**src/rtl/sg_pkg.sv**
```systemverilog
package sg_pkg;
  typedef enum logic [2:0] {
    S_ACCEPT, S_EMIT_A, S_EMIT_C, S_EOT, S_DONE, S_FAIL, S_DRAIN
  } sg_state_t;

  typedef struct packed {
    logic takeSeg;
    logic savePend;
    logic loadPend;
    logic wrAddr;
    logic wrCount;
    logic wrEot;
    logic clearAll;
  } sg_strobe_t;

  typedef struct packed {
    logic misaligned;
    logic contiguous;
    logic haveRegion;
    logic regEmpty;
    logic atCapacity;
    logic countZero;
    logic pendLast;
  } sg_status_t;

  localparam logic [1:0] FAIL_MISALIGN = 2'd1;
  localparam logic [1:0] FAIL_OVERFLOW = 2'd2;
  localparam logic [1:0] FAIL_EMPTY    = 2'd3;
endpackage

```
**src/rtl/sg_ctrl.sv**
```systemverilog
module sg_ctrl
  import sg_pkg::*;
(
  input  logic       clk,
  input  logic       rstN,
  input  logic       segValid,
  input  logic       segLast,
  input  sg_status_t st,
  output sg_strobe_t stb,
  output logic       segReady,
  output logic       done,
  output logic       fail,
  output logic [1:0] failCode
);
  sg_state_t state, nextState;
  logic finalReg, nextFinal, lastSeen, nextLastSeen;
  logic [1:0] codeReg, nextCode;

  always_comb begin
    stb          = '0;
    nextState    = state;
    nextFinal    = finalReg;
    nextLastSeen = lastSeen;
    nextCode     = codeReg;
    segReady     = 1'b0;
    unique case (state)
      S_ACCEPT: begin
        segReady = 1'b1;
        if (segValid) begin
          if (segLast) nextLastSeen = 1'b1;
          if (st.misaligned) begin
            nextCode  = FAIL_MISALIGN;
            nextState = segLast ? S_FAIL : S_DRAIN;
          end else if (!st.haveRegion || st.contiguous) begin
            stb.takeSeg = 1'b1;
            if (segLast) begin
              nextFinal = 1'b1;
              nextState = S_EMIT_A;
            end
          end else begin
            stb.savePend = 1'b1;
            nextState    = S_EMIT_A;
          end
        end
      end
      S_EMIT_A: begin
        if (st.regEmpty) begin
          if (finalReg) begin
            if (st.countZero) begin
              nextCode  = FAIL_EMPTY;
              nextState = S_FAIL;
            end else begin
              nextState = S_EOT;
            end
          end else begin
            stb.loadPend = 1'b1;
            nextFinal    = st.pendLast;
            nextState    = st.pendLast ? S_EMIT_A : S_ACCEPT;
          end
        end else if (st.atCapacity) begin
          nextCode  = FAIL_OVERFLOW;
          nextState = lastSeen ? S_FAIL : S_DRAIN;
        end else begin
          stb.wrAddr = 1'b1;
          nextState  = S_EMIT_C;
        end
      end
      S_EMIT_C: begin
        stb.wrCount = 1'b1;
        nextState   = S_EMIT_A;
      end
      S_EOT: begin
        stb.wrEot = 1'b1;
        nextState = S_DONE;
      end
      S_DRAIN: begin
        segReady = 1'b1;
        if (segValid && segLast) nextState = S_FAIL;
      end
      S_DONE, S_FAIL: begin
        stb.clearAll = 1'b1;
        nextFinal    = 1'b0;
        nextLastSeen = 1'b0;
        nextState    = S_ACCEPT;
      end
      default: nextState = S_ACCEPT;
    endcase
  end

  always_ff @(posedge clk) begin
    if (!rstN) begin
      state    <= S_ACCEPT;
      finalReg <= 1'b0;
      lastSeen <= 1'b0;
      codeReg  <= 2'd0;
    end else begin
      state    <= nextState;
      finalReg <= nextFinal;
      lastSeen <= nextLastSeen;
      codeReg  <= nextCode;
    end
  end

  assign done     = (state == S_DONE);
  assign fail     = (state == S_FAIL);
  assign failCode = codeReg;
endmodule

```
**src/rtl/sg_datapath.sv**
```systemverilog
module sg_datapath
  import sg_pkg::*;
#(
  parameter int LEN_W = 24,
  parameter int CAP   = 256,
  parameter int CNT_W = $clog2(CAP),
  parameter int AW    = CNT_W + 1
) (
  input  logic             clk,
  input  logic             rstN,
  input  sg_strobe_t       stb,
  input  logic [31:0]      segAddr,
  input  logic [LEN_W-1:0] segLen,
  input  logic             segLast,
  output sg_status_t       st,
  output logic             memWe,
  output logic [AW-1:0]    memAddr,
  output logic [31:0]      memData,
  output logic [CNT_W-1:0] entryCount
);
  logic [31:0] regAddr, regSize, pendAddr, pendLen, segLen32;
  logic        haveRegion, pendLast;
  logic [CNT_W-1:0] count;
  logic [15:0] lastCnt;
  logic [16:0] room, chunk;

  assign segLen32 = 32'(segLen);
  assign room     = 17'h10000 - {1'b0, regAddr[15:0]};
  assign chunk    = (regSize < {15'd0, room}) ? regSize[16:0] : room;

  always_ff @(posedge clk) begin
    if (!rstN || stb.clearAll) begin
      regAddr    <= '0;
      regSize    <= '0;
      haveRegion <= 1'b0;
      pendAddr   <= '0;
      pendLen    <= '0;
      pendLast   <= 1'b0;
      count      <= '0;
      lastCnt    <= '0;
    end else begin
      if (stb.takeSeg) begin
        if (haveRegion) begin
          regSize <= regSize + segLen32;
        end else begin
          regAddr    <= segAddr;
          regSize    <= segLen32;
          haveRegion <= 1'b1;
        end
      end
      if (stb.savePend) begin
        pendAddr <= segAddr;
        pendLen  <= segLen32;
        pendLast <= segLast;
      end
      if (stb.loadPend) begin
        regAddr <= pendAddr;
        regSize <= pendLen;
      end
      if (stb.wrCount) begin
        regAddr <= regAddr + 32'(chunk);
        regSize <= regSize - 32'(chunk);
        count   <= count + 1'b1;
        lastCnt <= chunk[15:0];
      end
    end
  end

  always_comb begin
    st.misaligned = |segAddr[1:0];
    st.contiguous = (regAddr + regSize) == segAddr;
    st.haveRegion = haveRegion;
    st.regEmpty   = (regSize == 32'd0);
    st.atCapacity = (count == CNT_W'(CAP - 1));
    st.countZero  = (count == '0);
    st.pendLast   = pendLast;
  end

  always_comb begin
    memWe = stb.wrAddr | stb.wrCount | stb.wrEot;
    if (stb.wrEot) begin
      memAddr = {count - 1'b1, 1'b1};
      memData = {1'b1, 15'd0, lastCnt};
    end else if (stb.wrCount) begin
      memAddr = {count, 1'b1};
      memData = {16'd0, chunk[15:0]};
    end else begin
      memAddr = {count, 1'b0};
      memData = regAddr;
    end
  end

  assign entryCount = count;
endmodule

```
**src/rtl/sg_table_gen.sv**
```systemverilog
module sg_table_gen
  import sg_pkg::*;
#(
  parameter int LEN_W         = 24,
  parameter int TABLE_ENTRIES = 256,
  parameter int CNT_W         = $clog2(TABLE_ENTRIES),
  parameter int AW            = CNT_W + 1
) (
  input  logic             clk,
  input  logic             rstN,
  input  logic             segValid,
  output logic             segReady,
  input  logic [31:0]      segAddr,
  input  logic [LEN_W-1:0] segLen,
  input  logic             segLast,
  output logic             memWe,
  output logic [AW-1:0]    memAddr,
  output logic [31:0]      memData,
  output logic             done,
  output logic [CNT_W-1:0] entryCount,
  output logic             fail,
  output logic [1:0]       failCode
);
  sg_strobe_t stb;
  sg_status_t st;

  sg_ctrl uCtrl (
    .clk(clk), .rstN(rstN), .segValid(segValid), .segLast(segLast),
    .st(st), .stb(stb), .segReady(segReady), .done(done),
    .fail(fail), .failCode(failCode)
  );

  sg_datapath #(.LEN_W(LEN_W), .CAP(TABLE_ENTRIES), .CNT_W(CNT_W), .AW(AW)) uDp (
    .clk(clk), .rstN(rstN), .stb(stb), .segAddr(segAddr), .segLen(segLen),
    .segLast(segLast), .st(st), .memWe(memWe), .memAddr(memAddr),
    .memData(memData), .entryCount(entryCount)
  );
endmodule

```
**config.mk**
```make
export PLATFORM = sky130hd
export DESIGN_NAME = sg_table_gen
export DESIGN_NICKNAME = d
export VERILOG_FILES = /design/src/rtl/sg_pkg.sv /design/src/rtl/sg_ctrl.sv /design/src/rtl/sg_datapath.sv /design/src/rtl/sg_table_gen.sv
export SDC_FILE = /design/constraint.sdc
export NUM_CORES = 1
export LEC_CHECK = 0
export CORE_MARGIN = 2
export CORE_UTILIZATION = 55
export DETAILED_ROUTE_END_ITERATION = 8
export PLACE_DENSITY = 0.84
export SLEW_MARGIN = 5
export SYNTH_ARGS = -nofsm -noshare
export SYNTH_HDL_FRONTEND = slang
export SYNTH_SLANG_ARGS = --single-unit
```
**constraint.sdc**
```tcl
create_clock -name clk -period 7.3 [get_ports clk]
set_input_delay 0.73 -clock clk [delete_from_list [all_inputs] [get_ports clk]]
set_output_delay 0.73 -clock clk [all_outputs]
set_load 0.05 [all_outputs]
```
**Yosys cells after proc, flatten, opt, wreduce, memory -nomap -nowiden**

Index checks and enable logic that the tools add are counted.

- Bits in registers: 153
- Output and inout port bits: 55
- Logic and storage cells: 118

- $add $sub $neg: 7
- Magnitude comparators: 1
- Eq/ne operators: 20
- Mux-type cells: 56
- Bitwise logic cells: 2
- Reduce and logical (&&, ||, !) cells: 20

Operator list:

| operator | count |
|---|---|
| $mux 32 | 10 |
| $add 32x17->32 | 1 |
| $add 32x24->32 | 1 |
| $add 32x32->32 | 1 |
| $eq 32x32->1 | 1 |
| $logic_not 32->1 | 1 |
| $lt 32x17->1 | 1 |
| $sub 32x17->32 | 1 |
| $mux 3 | 9 |
| $mux 2 | 12 |
| $mux 1 | 19 |
| $mux 17 | 1 |
| $sub 17x16->17 const A | 1 |
| $pmux 3 s5 | 1 |
| $reduce_and 6->1 | 2 |
| $ne 2x2->1 const B | 5 |
| $eq 3x3->1 const B | 3 |
| $mux 9 | 1 |
| $add 8x1->8 const B | 1 |
| $eq 8x8->1 const B | 1 |
| $logic_not 8->1 | 1 |
| $sub 8x1->8 const B | 1 |
| $eq 3x2->1 const B | 2 |
| $ne 3x2->1 const B | 2 |
| other kinds (17) | 27 |

**Longest topological paths before layout**

- Word-level depth: 10
- Depth in mapped cells: 34
- Mapped depth without buffers: 28

**Cells and area by module**

A second synthesis with hierarchy kept.

- Cell total of the unflattened synthesis: 1916
- Area total of the unflattened synthesis: 14218.6 sq um

Modules (own cells, without submodules):

| module | times used | cells an instance | area an instance (sq um) | sequential area each (sq um) |
|---|---|---|---|---|
| sg_datapath | 1 | 1838 | 13689.4 | 2922.8 |
| sg_ctrl | 1 | 78 | 529.3 | 140.1 |

**Worst setup path before layout**

OpenSTA, ideal clock, no wires.

- Path type: flip-flop to flip-flop
- From: reg uDp.regAddr[5]
- To: reg uDp.regAddr[21]
- Arrival time: 7.160 ns
- Data required time: 7.180 ns
- Setup slack: 0.021 ns
- Cell stages (with the launch flop): 30
- Buffers on the path: 5
- Cell sequence: dfxtp_1 > or4_1 > buf_2 > or4_4 > or4_1 > xnor2_2 > ha_1 > and4_1 > nand4_1 > a221oi_2 > nor2_1 > buf_2 > nand2_1 > buf_2 > clkbuf_1 > buf_1 > a21oi_1 > inv_1 > ha_1 > o21ai_0 > a21boi_0 > o32ai_1 > a2111oi_0 > nor3_1 > a2111oi_4 > a211oi_2 > o31ai_4 > nand2_1 > a21o_1 > a211o_1

RTL lines:

| what | line | text |
|---|---|---|
| from (decl) | sg_datapath.sv:21 | `logic [31:0] regAddr, regSize, pendAddr, pendLen, segLen32;` |
| from (signal assigned) | sg_datapath.sv:46 | `regAddr <= segAddr;` |
| from (signal assigned) | sg_datapath.sv:57 | `regAddr <= pendAddr;` |
| from (signal assigned) | sg_datapath.sv:61 | `regAddr <= regAddr + 32'(chunk);` |
| $sub 17x16->17 | sg_datapath.sv:28 | `assign room = 17'h10000 - {1'b0, regAddr[15:0]};` |
| $lt 32x17->1 | sg_datapath.sv:29 | `assign chunk = (regSize < {15'd0, room}) ? regSize[16:0] : room;` |
| $mux 17 | sg_datapath.sv:29 |  |
| via uDp.chunk[0] | sg_datapath.sv:25 | `logic [16:0] room, chunk;` |
| $add 32x17->32 | sg_datapath.sv:61 |  |
| $mux 32 | sg_datapath.sv:60 | `if (stb.wrCount) begin` |

The timed path passes the listed nets, and every way through them passes these cells.
A chain may end at the register's enable or synchronous reset.

**Worst setup path after layout**

- From: reg uDp.regAddr[5]
- To: reg uDp.regAddr[21]

- Word-level cells in the longest chain between the ends: 9

Ends and longest elaborated chain:

| what |
|---|
| parallel branches: the longest is 9 deep, another holds $lt 32x17->1 |

Several ways; the timed one is not identified.

==> qor.yml <==
run_status:
  status: "finished clean"
setup_path:
  worstSetupPathType: "reg -> reg"
  max_stage_delay_ns: 0.62
  cp.required_ns: 7.65
  cp_slowest_cell: "or4_4"
  cp.buffers_inverters: 3
  endpoint_kind: "flop"
  start_kind: "flop"
  crit_family: "compound AO/OA/AOI/OAI gates"
  cp_data_arrival_time_ns: 7.28
  path_max_fanout: 7
global_routing:
  grt_max_degree: 59
  antenna_found_initial: 0
  grt_pass1_vias: 15300
  grt_pass1_wl_mm: 83.3
  grt_use_total: 0.366
  grt.overflow.total: 0
placement:
  place_congestion: 0.997
  numPortBuffers: 114
  post-dp-hpwl_mm: 39.0
  dp.cells: 2437
synth:
  syn_inst: 2068
  syn-mean-instance-area_um2: 7.25
  synth-async-reset-ratio: 0
  ys_ff_latch: 153
  ys_seq_area_frac: 0.204
  synthFlopType: "dfxtp_1"
  ys_types: 92
  synth_nets: 2220
  syn_area_mm2: 0.0150
  synth_warnings: 0
  synth-edff-count: 0
cells_and_area:
  seq_area_mm2: 0.00306
  post-route-util: 0.635
  final_common_cell: "nor2_1"
  diodes: 0
  final_cells: 2476
  fill_cells: 2413
  layout_common_cells: "nor2_1, nand2_1, a21oi_1, dfxtp_1, o21ai_0"
  area_delta_synth_final_pct: 13.9
  multi_input_area_mm2: 0.0113
  num-nets-final: 2274
  drive_gt1_frac: 0.0604
detailed_routing:
  ant_nets: 0
  drt-initial-drc-count: 2040
  drc: 0
  drt_wl_total_mm: 52.8
  wl_per_cell_um: 21.3
  vias_per_cell: 6.72
  vias: 16600
  drtPass1Iterations: 9
cts:
  clk_pin_slew_worst_paths_ns: 0.07
  root_buffer: "clkbuf_16"
  hold_buffers: 0
  cts_tree: "built"
  cts_made_buffers: 17
  cts_sinks: 153
  cts_buffer_depth: 2
  cts_htree_levels: 4
  clk_latency_ns: 0.45
sta:
  fmax_mhz: 144
  min_period_ns: 6.94
  finalMaxSlewViolations: 0
  hold_viol: 0
  grt_setup_unrepaired: "no"
  period_share: 0.950
  final.setup.tns_ns: 0
  tightest_slew_ns: 1.18
  finClkSkew_ns: 0.0127
  whs_ns: 0.470
  setup_violations: 0
  relSlewSlack: 0.210
floorplanning:
  die_h_um: 169
  initial_core_util: 0.558
  die_area_mm2: 0.0286
  io_pins: 115
  die_w_um: 169
  num_rows: 60
  core_area_mm2: 0.0269
job:
  drv_cap: 0
hold_path:
  min_path_type: "reg -> reg"
[layout make-up]
| cell class | count | share of cell area |
|---|---|---|
| inverter | 71 | 0.0156 |
| timing repair buffer | 159 | 0.0865 |
| sequential | 153 | 0.179 |
| clock buffer | 19 | 0.0259 |
| clock inverter | 13 | 0.00784 |
| multi-input combinational | 1720 | 0.660 |
| tap | 341 | 0.0250 |
[path summary, 6_finish.rpt]
check                                      from  cells past startpoint  slack (ns)              end
worst max register to register   uDp.regAddr[5]                     25        0.36  uDp.regAddr[21]
worst min-delay path            uDp.pendAddr[0]                      1        0.47  uDp.pendAddr[0]
worst min register to register  uDp.pendAddr[0]                      1        0.47  uDp.pendAddr[0]
worst max-delay path             uDp.regAddr[5]                     25        0.36  uDp.regAddr[21]
[metrics by stage]
stage | cell area [µm²] | setup WS, ns
floorplan | 15000 | 0.0207
global route | 17100 | 0.00518
CTS | 17000 | 0.0750
global placement | 16400 | 0.276
detailed placement | 16400 | 0.0915
finish | 17100 | 0.363
[state kept, by name (all words and copies together) (netlist names)]
name / flops
uDp.haveRegion: 1
uCtrl.finalReg: 1
uDp.entryCount: 8
uDp.regSize: 32
uDp.pendLast: 1
uCtrl.failCode: 2
uDp.pendAddr: 32
uCtrl.lastSeen: 1
uCtrl.state: 3
uDp.regAddr: 32
uDp.pendLen: 24
uDp.lastCnt: 16
[synth_stat cells, drive strengths merged, types with 33 or more instances]
master  count  area, µm²
ha         90       1130
mux2i      82        821
nor2      253        950
xnor2      65        584
clkbuf     96        362
and2       33        206
inv        70        263
o21ai     151        763
a211oi     48        365
nand2     195        732
nand3      58        290
a21oi     170        851
dfxtp     153       3060
nor3       39        206
xor2       49        429
a21o       47        353
[worst register-to-register path, delay by kind of cell (launching register included)]
family / cells / cell delay (ns)
buf+inv: 3 / 0.38
simple gates: 9 / 2.58
flops: 1 / 0.31
fa+ha+maj: 2 / 0.73
compound gates: 10 / 2.63
xor+xnor: 1 / 0.21
[kinds of logic (layout without fill, tap and decap cells)]
| logic type | count (synthesis) | after routing | synth area share |
|---|---|---|---|
| AO/OA/AOI/OAI | 654 | 654 | 0.287 |
| buffers and inverters | 195 | 262 | 0.0503 |
| AND/OR/NAND/NOR | 761 | 761 | 0.242 |
| XOR/XNOR | 119 | 119 | 0.0751 |
| multiplexers | 85 | 85 | 0.0570 |
| flip-flops | 153 | 153 | 0.204 |
| adder cells (fa/ha/maj) | 101 | 101 | 0.0838 |
[repair_timing]
action | in CTS | in global routing
buffers inserted | 0 | 7
resized for setup | 0 | 9
setup endpoints to repair | 0 | 27
[per-layer routing]
metal	global-route usage	share of wire	up-vias
met5	0	0	-
li1	-	-	7710
met3	0.0615	0.11	157
met1	0.505	0.42	7831
met4	0.143	0.039	0
met2	0.571	0.43	934
Power is not shown: default switching activity piles up to over one toggle a cycle in this logic, so the estimate is an artifact.
